--- src/rtl/afw_pkg.sv ---
package afw_pkg;

   typedef enum logic [1:0] {
      ST_IDLE   = 2'd0,
      ST_SEARCH = 2'd1,
      ST_CAPT   = 2'd2
   } afw_state_e;

   function automatic int unsigned afw_win_len(input int unsigned frames,
                                                input int unsigned pre_n,
                                                input int unsigned post_n,
                                                input int unsigned frame_len);
      return pre_n + frames * frame_len + post_n;
   endfunction

endpackage

--- src/rtl/afw_delay_line.sv ---
module afw_delay_line #(
   parameter int W     = 12,
   parameter int DEPTH = 12
) (
   input  logic         clk,
   input  logic         rst_n,
   input  logic [W-1:0] din,
   output logic [W-1:0] dout
);

   logic [W-1:0] stage [DEPTH];

   genvar i;
   generate
      for (i = 0; i < DEPTH; i++) begin : g_stage
         if (i == 0) begin : g_head
            always_ff @(posedge clk) begin
               if (!rst_n) stage[i] <= '0;
               else        stage[i] <= din;
            end
         end else begin : g_body
            always_ff @(posedge clk) begin
               if (!rst_n) stage[i] <= '0;
               else        stage[i] <= stage[i-1];
            end
         end
      end
   endgenerate

   assign dout = stage[DEPTH-1];

endmodule

--- src/rtl/afw_hdr_detect.sv ---
module afw_hdr_detect #(
   parameter int SAMPLE_W = 12,
   parameter int HDR_ONES = 3
) (
   input  logic                clk,
   input  logic                rst_n,
   input  logic                in_search,
   input  logic [SAMPLE_W-1:0] sample,
   input  logic [SAMPLE_W-1:0] thresh,
   output logic                hit
);

   localparam int RUN_W = $clog2(HDR_ONES + 1);

   logic [RUN_W-1:0] run_q;
   logic             is_one;

   assign is_one = (sample > thresh);
   assign hit    = in_search && is_one && (run_q == RUN_W'(HDR_ONES - 1));

   always_ff @(posedge clk) begin
      if (!rst_n)          run_q <= '0;
      else if (!in_search) run_q <= '0;
      else if (is_one)     run_q <= (run_q == RUN_W'(HDR_ONES)) ? run_q : run_q + 1'b1;
      else                 run_q <= '0;
   end

endmodule

--- src/rtl/afw_sat_counter.sv ---
module afw_sat_counter #(
   parameter int W = 8
) (
   input  logic         clk,
   input  logic         rst_n,
   input  logic         inc,
   output logic [W-1:0] count
);

   always_ff @(posedge clk) begin
      if (!rst_n)                    count <= '0;
      else if (inc && (count != '1)) count <= count + 1'b1;
   end

endmodule

--- src/rtl/afw_window_seq.sv ---
module afw_window_seq
   import afw_pkg::*;
#(
   parameter int SAMPLE_W   = 12,
   parameter int SLOT_W     = 16,
   parameter int ADDR_W     = 9,
   parameter int FRM_W      = 2,
   parameter int TO_W       = 8,
   parameter int PRE_N      = 10,
   parameter int POST_N     = 10,
   parameter int FRAME_LEN  = 140,
   parameter int MAX_FRAMES = 3
) (
   input  logic                clk,
   input  logic                rst_n,
   input  logic                trig,
   input  logic                hit,
   input  logic [FRM_W-1:0]    frames_cfg,
   input  logic [TO_W-1:0]     timeout_cfg,
   input  logic [SAMPLE_W-1:0] tap,
   output logic                in_search,
   output logic                busy,
   output logic                wr_en,
   output logic [ADDR_W-1:0]   wr_addr,
   output logic [SLOT_W-1:0]   wr_data,
   output logic                event_done,
   output logic                sync_err
);

   afw_state_e        state_q;
   logic [ADDR_W-1:0] cnt_q;
   logic [ADDR_W-1:0] last_q;
   logic [ADDR_W-1:0] last_calc;
   logic [TO_W-1:0]   srch_q;
   logic              pad_q;
   logic              tmo;
   logic [SLOT_W-1:0] slot;
   logic [31:0]       fr_i;

   generate
      if (SLOT_W > SAMPLE_W) begin : g_zext
         assign slot = {{(SLOT_W-SAMPLE_W){1'b0}}, tap};
      end else begin : g_flat
         assign slot = tap;
      end
   endgenerate

   always_comb begin
      fr_i = 32'(frames_cfg);
      if (fr_i == 32'd0)                   fr_i = 32'd1;
      else if (fr_i > 32'(MAX_FRAMES))     fr_i = 32'(MAX_FRAMES);
      last_calc = ADDR_W'(afw_win_len(fr_i, PRE_N, POST_N, FRAME_LEN) - 1);
   end

   assign in_search = (state_q == ST_SEARCH);
   assign busy      = (state_q != ST_IDLE);
   assign tmo       = ({1'b0, srch_q} + 1'b1) >= {1'b0, timeout_cfg};

   always_ff @(posedge clk) begin
      if (!rst_n) begin
         state_q    <= ST_IDLE;
         cnt_q      <= '0;
         last_q     <= '0;
         srch_q     <= '0;
         pad_q      <= 1'b0;
         wr_en      <= 1'b0;
         wr_addr    <= '0;
         wr_data    <= '0;
         event_done <= 1'b0;
         sync_err   <= 1'b0;
      end else begin
         wr_en      <= 1'b0;
         event_done <= wr_en && (wr_addr == last_q);
         unique case (state_q)
            ST_IDLE: begin
               if (trig) begin
                  state_q <= ST_SEARCH;
                  srch_q  <= '0;
                  last_q  <= last_calc;
               end
            end
            ST_SEARCH: begin
               if (hit) begin
                  wr_en   <= 1'b1;
                  wr_addr <= '0;
                  wr_data <= slot;
                  pad_q   <= 1'b0;
                  cnt_q   <= ADDR_W'(1);
                  state_q <= ST_CAPT;
               end else if (tmo) begin
                  wr_en    <= 1'b1;
                  wr_addr  <= '0;
                  wr_data  <= '0;
                  pad_q    <= 1'b1;
                  sync_err <= 1'b1;
                  cnt_q    <= ADDR_W'(1);
                  state_q  <= ST_CAPT;
               end else begin
                  srch_q <= srch_q + 1'b1;
               end
            end
            ST_CAPT: begin
               wr_en   <= 1'b1;
               wr_addr <= cnt_q;
               wr_data <= pad_q ? '0 : slot;
               cnt_q   <= cnt_q + 1'b1;
               if (cnt_q == last_q) state_q <= ST_IDLE;
            end
            default: state_q <= ST_IDLE;
         endcase
      end
   end

endmodule

--- src/rtl/frame_window_capture.sv ---
module frame_window_capture
   import afw_pkg::*;
#(
   parameter int SAMPLE_W   = 12,
   parameter int SLOT_W     = 16,
   parameter int HDR_LEN    = 12,
   parameter int CHAN_N     = 128,
   parameter int PRE_N      = 10,
   parameter int POST_N     = 10,
   parameter int MAX_FRAMES = 3,
   parameter int FRM_W      = 2,
   parameter int HDR_ONES   = 3,
   parameter int TO_W       = 8,
   parameter int OVR_W      = 8,
   localparam int FRAME_LEN = HDR_LEN + CHAN_N,
   localparam int WIN_MAX   = PRE_N + MAX_FRAMES * FRAME_LEN + POST_N,
   localparam int ADDR_W    = $clog2(WIN_MAX)
) (
   input  logic                clk,
   input  logic                rst_n,
   input  logic [SAMPLE_W-1:0] sample_in,
   input  logic                trig,
   input  logic [FRM_W-1:0]    frames_cfg,
   input  logic [SAMPLE_W-1:0] thresh,
   input  logic [TO_W-1:0]     timeout_cfg,
   output logic                wr_en,
   output logic [ADDR_W-1:0]   wr_addr,
   output logic [SLOT_W-1:0]   wr_data,
   output logic                event_done,
   output logic                sync_err,
   output logic [OVR_W-1:0]    ovr_cnt
);

   localparam int DLY = PRE_N + HDR_ONES - 1;

   generate
      if (SLOT_W < SAMPLE_W) begin : g_bad_slot
         $error("slot narrower than sample");
      end
      if (HDR_ONES < 1 || HDR_ONES > HDR_LEN) begin : g_bad_ones
         $error("header check length out of range");
      end
      if (MAX_FRAMES < 1) begin : g_bad_frames
         $error("at least one frame per event");
      end
      if (DLY < 1) begin : g_bad_dly
         $error("delay line needs one stage");
      end
   endgenerate

   logic [SAMPLE_W-1:0] tap;
   logic                hit;
   logic                in_search;
   logic                busy;

   afw_delay_line #(.W(SAMPLE_W), .DEPTH(DLY)) u_dly (
      .clk  (clk),
      .rst_n(rst_n),
      .din  (sample_in),
      .dout (tap)
   );

   afw_hdr_detect #(.SAMPLE_W(SAMPLE_W), .HDR_ONES(HDR_ONES)) u_hdr (
      .clk      (clk),
      .rst_n    (rst_n),
      .in_search(in_search),
      .sample   (sample_in),
      .thresh   (thresh),
      .hit      (hit)
   );

   afw_window_seq #(
      .SAMPLE_W  (SAMPLE_W),
      .SLOT_W    (SLOT_W),
      .ADDR_W    (ADDR_W),
      .FRM_W     (FRM_W),
      .TO_W      (TO_W),
      .PRE_N     (PRE_N),
      .POST_N    (POST_N),
      .FRAME_LEN (FRAME_LEN),
      .MAX_FRAMES(MAX_FRAMES)
   ) u_seq (
      .clk        (clk),
      .rst_n      (rst_n),
      .trig       (trig),
      .hit        (hit),
      .frames_cfg (frames_cfg),
      .timeout_cfg(timeout_cfg),
      .tap        (tap),
      .in_search  (in_search),
      .busy       (busy),
      .wr_en      (wr_en),
      .wr_addr    (wr_addr),
      .wr_data    (wr_data),
      .event_done (event_done),
      .sync_err   (sync_err)
   );

   afw_sat_counter #(.W(OVR_W)) u_ovr (
      .clk  (clk),
      .rst_n(rst_n),
      .inc  (trig && busy),
      .count(ovr_cnt)
   );

endmodule

--- config.mk ---
export PLATFORM = sky130hd
export DESIGN_NAME = frame_window_capture
export DESIGN_NICKNAME = d
export VERILOG_FILES = /design/src/rtl/afw_pkg.sv /design/src/rtl/afw_delay_line.sv /design/src/rtl/afw_hdr_detect.sv /design/src/rtl/afw_sat_counter.sv /design/src/rtl/afw_window_seq.sv /design/src/rtl/frame_window_capture.sv
export SDC_FILE = /design/constraint.sdc
export NUM_CORES = 1
export LEC_CHECK = 0
export ABC_AREA = 1
export BUFFER_PORTS_ARGS = -buffer_cell sky130_fd_sc_hd__buf_2
export CAP_MARGIN = 20
export CORE_MARGIN = 1.5
export CORE_UTILIZATION = 30
export CTS_CLUSTER_SIZE = 8
export DETAILED_ROUTE_END_ITERATION = 8
export MAX_ROUTING_LAYER = met4
export SYNTH_ARGS = -nofsm -noshare
export SYNTH_HDL_FRONTEND = slang
export SYNTH_SLANG_ARGS = --single-unit
--- constraint.sdc ---
create_clock -name clk -period 6.9 [get_ports clk]
set_input_delay 2.07 -clock clk [delete_from_list [all_inputs] [get_ports clk]]
set_output_delay 2.07 -clock clk [all_outputs]
set_load 0.02 [all_outputs]
==> results.sh <==
export IMPL_syn_area_per_cell_um2=7.63
export IMPL_r2r_start="u_seq.srch_q[0]$_SDFFE_PN0P_"
export IMPL_final_period_utilization_pct=52.2
export IMPL_min_path_cells=2
export IMPL_end_kind="register"
export IMPL_dieArea_um2=26600
export IMPL_die_x_um=163
export IMPL_rsz0062_at_grt="no"
export IMPL_cts_root_buf="clkbuf_16"
export IMPL_place_hpwl_um=8080
export IMPL_status="finished, final reports clean"
export IMPL_drt_initial_drc_count=304
export IMPL_wire_per_inst_um=9.06
export IMPL_initial_core_util_pct=30.6
export IMPL_die_h_um=163
export IMPL_syn_area_um2=7700
export IMPL_cp_required_ps=7300
export IMPL_grtUsageTotal_pct=10.1
export IMPL_cts_htree_levels=1
export IMPL_rrSetupSlack_ps=4080
export IMPL_setup_tns_ps=0
export IMPL_io_pins=73
export IMPL_core_area_um2=25200
export IMPL_r2r_end="u_seq.wr_data[10]$_SDFFE_PN0P_"
export IMPL_cap_violations=0
export IMPL_fp_row_count=58
export IMPL_avgViaCountPerCell=3.91
export IMPL_post_cts_buffers=0
export IMPL_synth_top_cell_area_share_pct=53.0
export IMPL_hold_ws_ps=404
export IMPL_final_setup_skew_ps=13.1
export IMPL_post_place_cells=1378
export IMPL_final_hold_viol_count=0
export IMPL_p_per_area_nw_per_um2=300
export IMPL_gp_congestion=0.799
export IMPL_drc=0
export IMPL_grt_pass1_vias=5015
export IMPL_leakage_nw=5.07
export IMPL_placed_area_um2=8330
export IMPL_insertion_delay_ps=520
export IMPL_design_area_um2=9090
export IMPL_finalCriticalPeriod_ps=3600
export IMPL_overflow=0
export IMPL_hold_path_class="register to register"
export IMPL_num_vias=5511
export IMPL_arrival_ps=4000
export IMPL_grt_max_degree=187
export IMPL_ant_nets=0
export IMPL_yosysSeqAreaShare_pct=53.0
export IMPL_synth_ff_type="dfxtp_1"
export IMPL_port_buffers=68
export IMPL_antenna_found_initial=0
export IMPL_synth_top_area_cell="dfxtp_1"
export IMPL_cts_tree="yes"
export IMPL_layout_common_cells="294 x nand2_1, 219 x inv_1, 204 x dfxtp_1, 96 x nor2_1, 67 x buf_2"
export IMPL_cp_slowest_cell="buf_4"
export IMPL_final_util_pct=36.1
export IMPL_critPathTopFamily="simple AND/OR/NAND/NOR gates"
export IMPL_final_common_cell="nand2_1"
export IMPL_hold_start="u_dly.stage[1][5]$_SDFF_PN0_"
export IMPL_antenna_cells=0
export IMPL_crit_type="primary input to register"
export IMPL_crit_fanout=39
export IMPL_drv_slew=0
export IMPL_clock_sinks=204
export IMPL_crit_path_max_incr_delay_ps=360
export IMPL_min_to="u_dly.stage[1][17]$_SDFF_PN0_"
export IMPL_routed_wirelength_um=12800
export IMPL_grt_pass1_wl_um=21700
export IMPL_cts_resized=0
export IMPL_startpoint_type="primary input"
export IMPL_slew_headroom_pct=48.3
export IMPL_hold_buffers=0
export IMPL_instances_no_fill=1409
export IMPL_tightestPinTransition_ps=776
export IMPL_crit_buf_inv=3
export IMPL_drtPass1Iterations=4
export IMPL_synth_edf_count=0
export IMPL_cp_common_cell="nand2_1"
export IMPL_synth_warnings=0
export IMPL_synth_cell_type_count=35
export IMPL_syn_inst=1010
export IMPL_numCtsBuffers=29
export IMPL_drive_gt1_share_pct=10.9
export IMPL_fmax_mhz=277
export IMPL_ys_ff_latch=204
export IMPL_setup_violations=0
export IMPL_clockBufferDepth=3
export IMPL_crit_chain="buf_2 -> ha_1 -> nand2_1 -> nor2_1 -> nand2_1 -> clkinv_1 -> nand2_1 -> nand3_1 -> nand3_2 -> nand2_2 -> nor2_2 -> nor2_2 -> buf_4 -> nand2_1 -> nand2_1 -> nor2_1"
export IMPL_area_growth_pct=18.0
export IMPL_rr_worst_depth=19
export IMPL_synth_async_reset_ratio_pct=0
export IMPL_vdd_drop_max_mv=0.152
export IMPL_nets=1144
export IMPL_clk_transition_reported_paths_ps=50
export IMPL_synth_top_cells_by_area="dfxtp_1 53%, nand2_1 14%, inv_1 11%"
cell usage after synthesis (2+ instances only):
library cell,n
nor3_1,5
inv_1,219
buf_4,4
nand2_1,294
nand2_2,2
nor2_4,2
nand4_1,3
xnor2_1,8
buf_2,2
nor2_1,96
clkbuf_1,25
xor2_1,8
a21o_1,2
a21oi_1,32
dfxtp_1,204
o21ai_0,15
o2111ai_1,2
nand3_1,33
or2_2,3
clkinv_1,2
o211ai_1,2
nor2_2,5
buf_6,3
ha_1,28
power breakdown:
part           switching (W)  leakage (nW)  internal, W
clock               0.000442         0.376     0.000766
combinational       0.000167          3.04    0.0000912
sequential         0.0000336          1.66      0.00123
total               0.000643          5.07      0.00208
state kept, by name (all words and copies together), names as in the netlist, 6 cells and up:
name / count
u_dly.stage: 144
u_seq.last_q: 6
u_seq.wr_addr: 9
u_ovr.count: 8
u_seq.cnt_q: 9
u_seq.srch_q: 8
u_seq.wr_data: 12
metal layers:
| metal | global-route usage [%] | vias up | wire length, um |
|---|---|---|---|
| met2 | 16.5 | 112 | 5510 |
| met4 | 4.09 | 0 | 354 |
| li1 | - | 3063 | - |
| met3 | 2.39 | 35 | 716 |
| met1 | 11.9 | 2301 | 6190 |
| met5 | - | - | 0 |
worst register-to-register path, delay by kind of cell, from the launching register on:
| family | cells | cell delay (ps) |
|---|---|---|
| XOR/XNOR | 1 | 140 |
| flip-flops | 1 | 370 |
| AND/OR/NAND/NOR | 13 | 1190 |
| adder cells (fa/ha/maj) | 2 | 500 |
| buffers and inverters | 3 | 510 |
per-stage QoR:
step / power [W] / worst slack (ps)
after CTS: 0.00278 / 3280
final: 0.00273 / 3300
after global routing: 0.00287 / 3050
after floorplan: 0.00148 / 3260
after detailed placement: 0.00154 / 2750
after global placement: 0.00153 / 2790
kinds of logic after synthesis:
kind of cell,Yosys count,synth area share (%)
buf+inv,257,13.0
simple gates,447,23.4
fa+ha+maj,28,4.55
flops,204,53.0
xor+xnor,16,1.82
compound gates,57,4.16
other cells,1,0.0487
worst max path at each step:
stage                              from                              to  slack (ps)  cells after the start
after floorplan              thresh[11]   u_seq.wr_addr[6]$_SDFFE_PN0P_        3260                     15
after detailed placement   sample_in[7]   u_seq.wr_addr[4]$_SDFFE_PN0P_        2750                     16
final                     sample_in[11]  u_seq.wr_data[10]$_SDFFE_PN0P_        3300                     16
after CTS                  sample_in[7]  u_seq.wr_data[10]$_SDFFE_PN0P_        3280                     16
after global routing      sample_in[11]   u_seq.wr_addr[8]$_SDFFE_PN0P_        3050                     16
after global placement     sample_in[7]  u_seq.wr_data[10]$_SDFFE_PN0P_        2790                     16
final cells by class:
| class | count | area (um^2) |
|---|---|---|
| Clock inverter | 2 | 38.8 |
| Inverter | 222 | 833 |
| Multi-Input combinational cell | 552 | 2630 |
| Sequential cell | 204 | 4080 |
| Fill cell | 2606 | 16100 |
| Clock buffer | 29 | 726 |
| Timing Repair Buffer | 70 | 370 |
| Tap cell | 330 | 413 |
(Power assumes the default switching activity.)
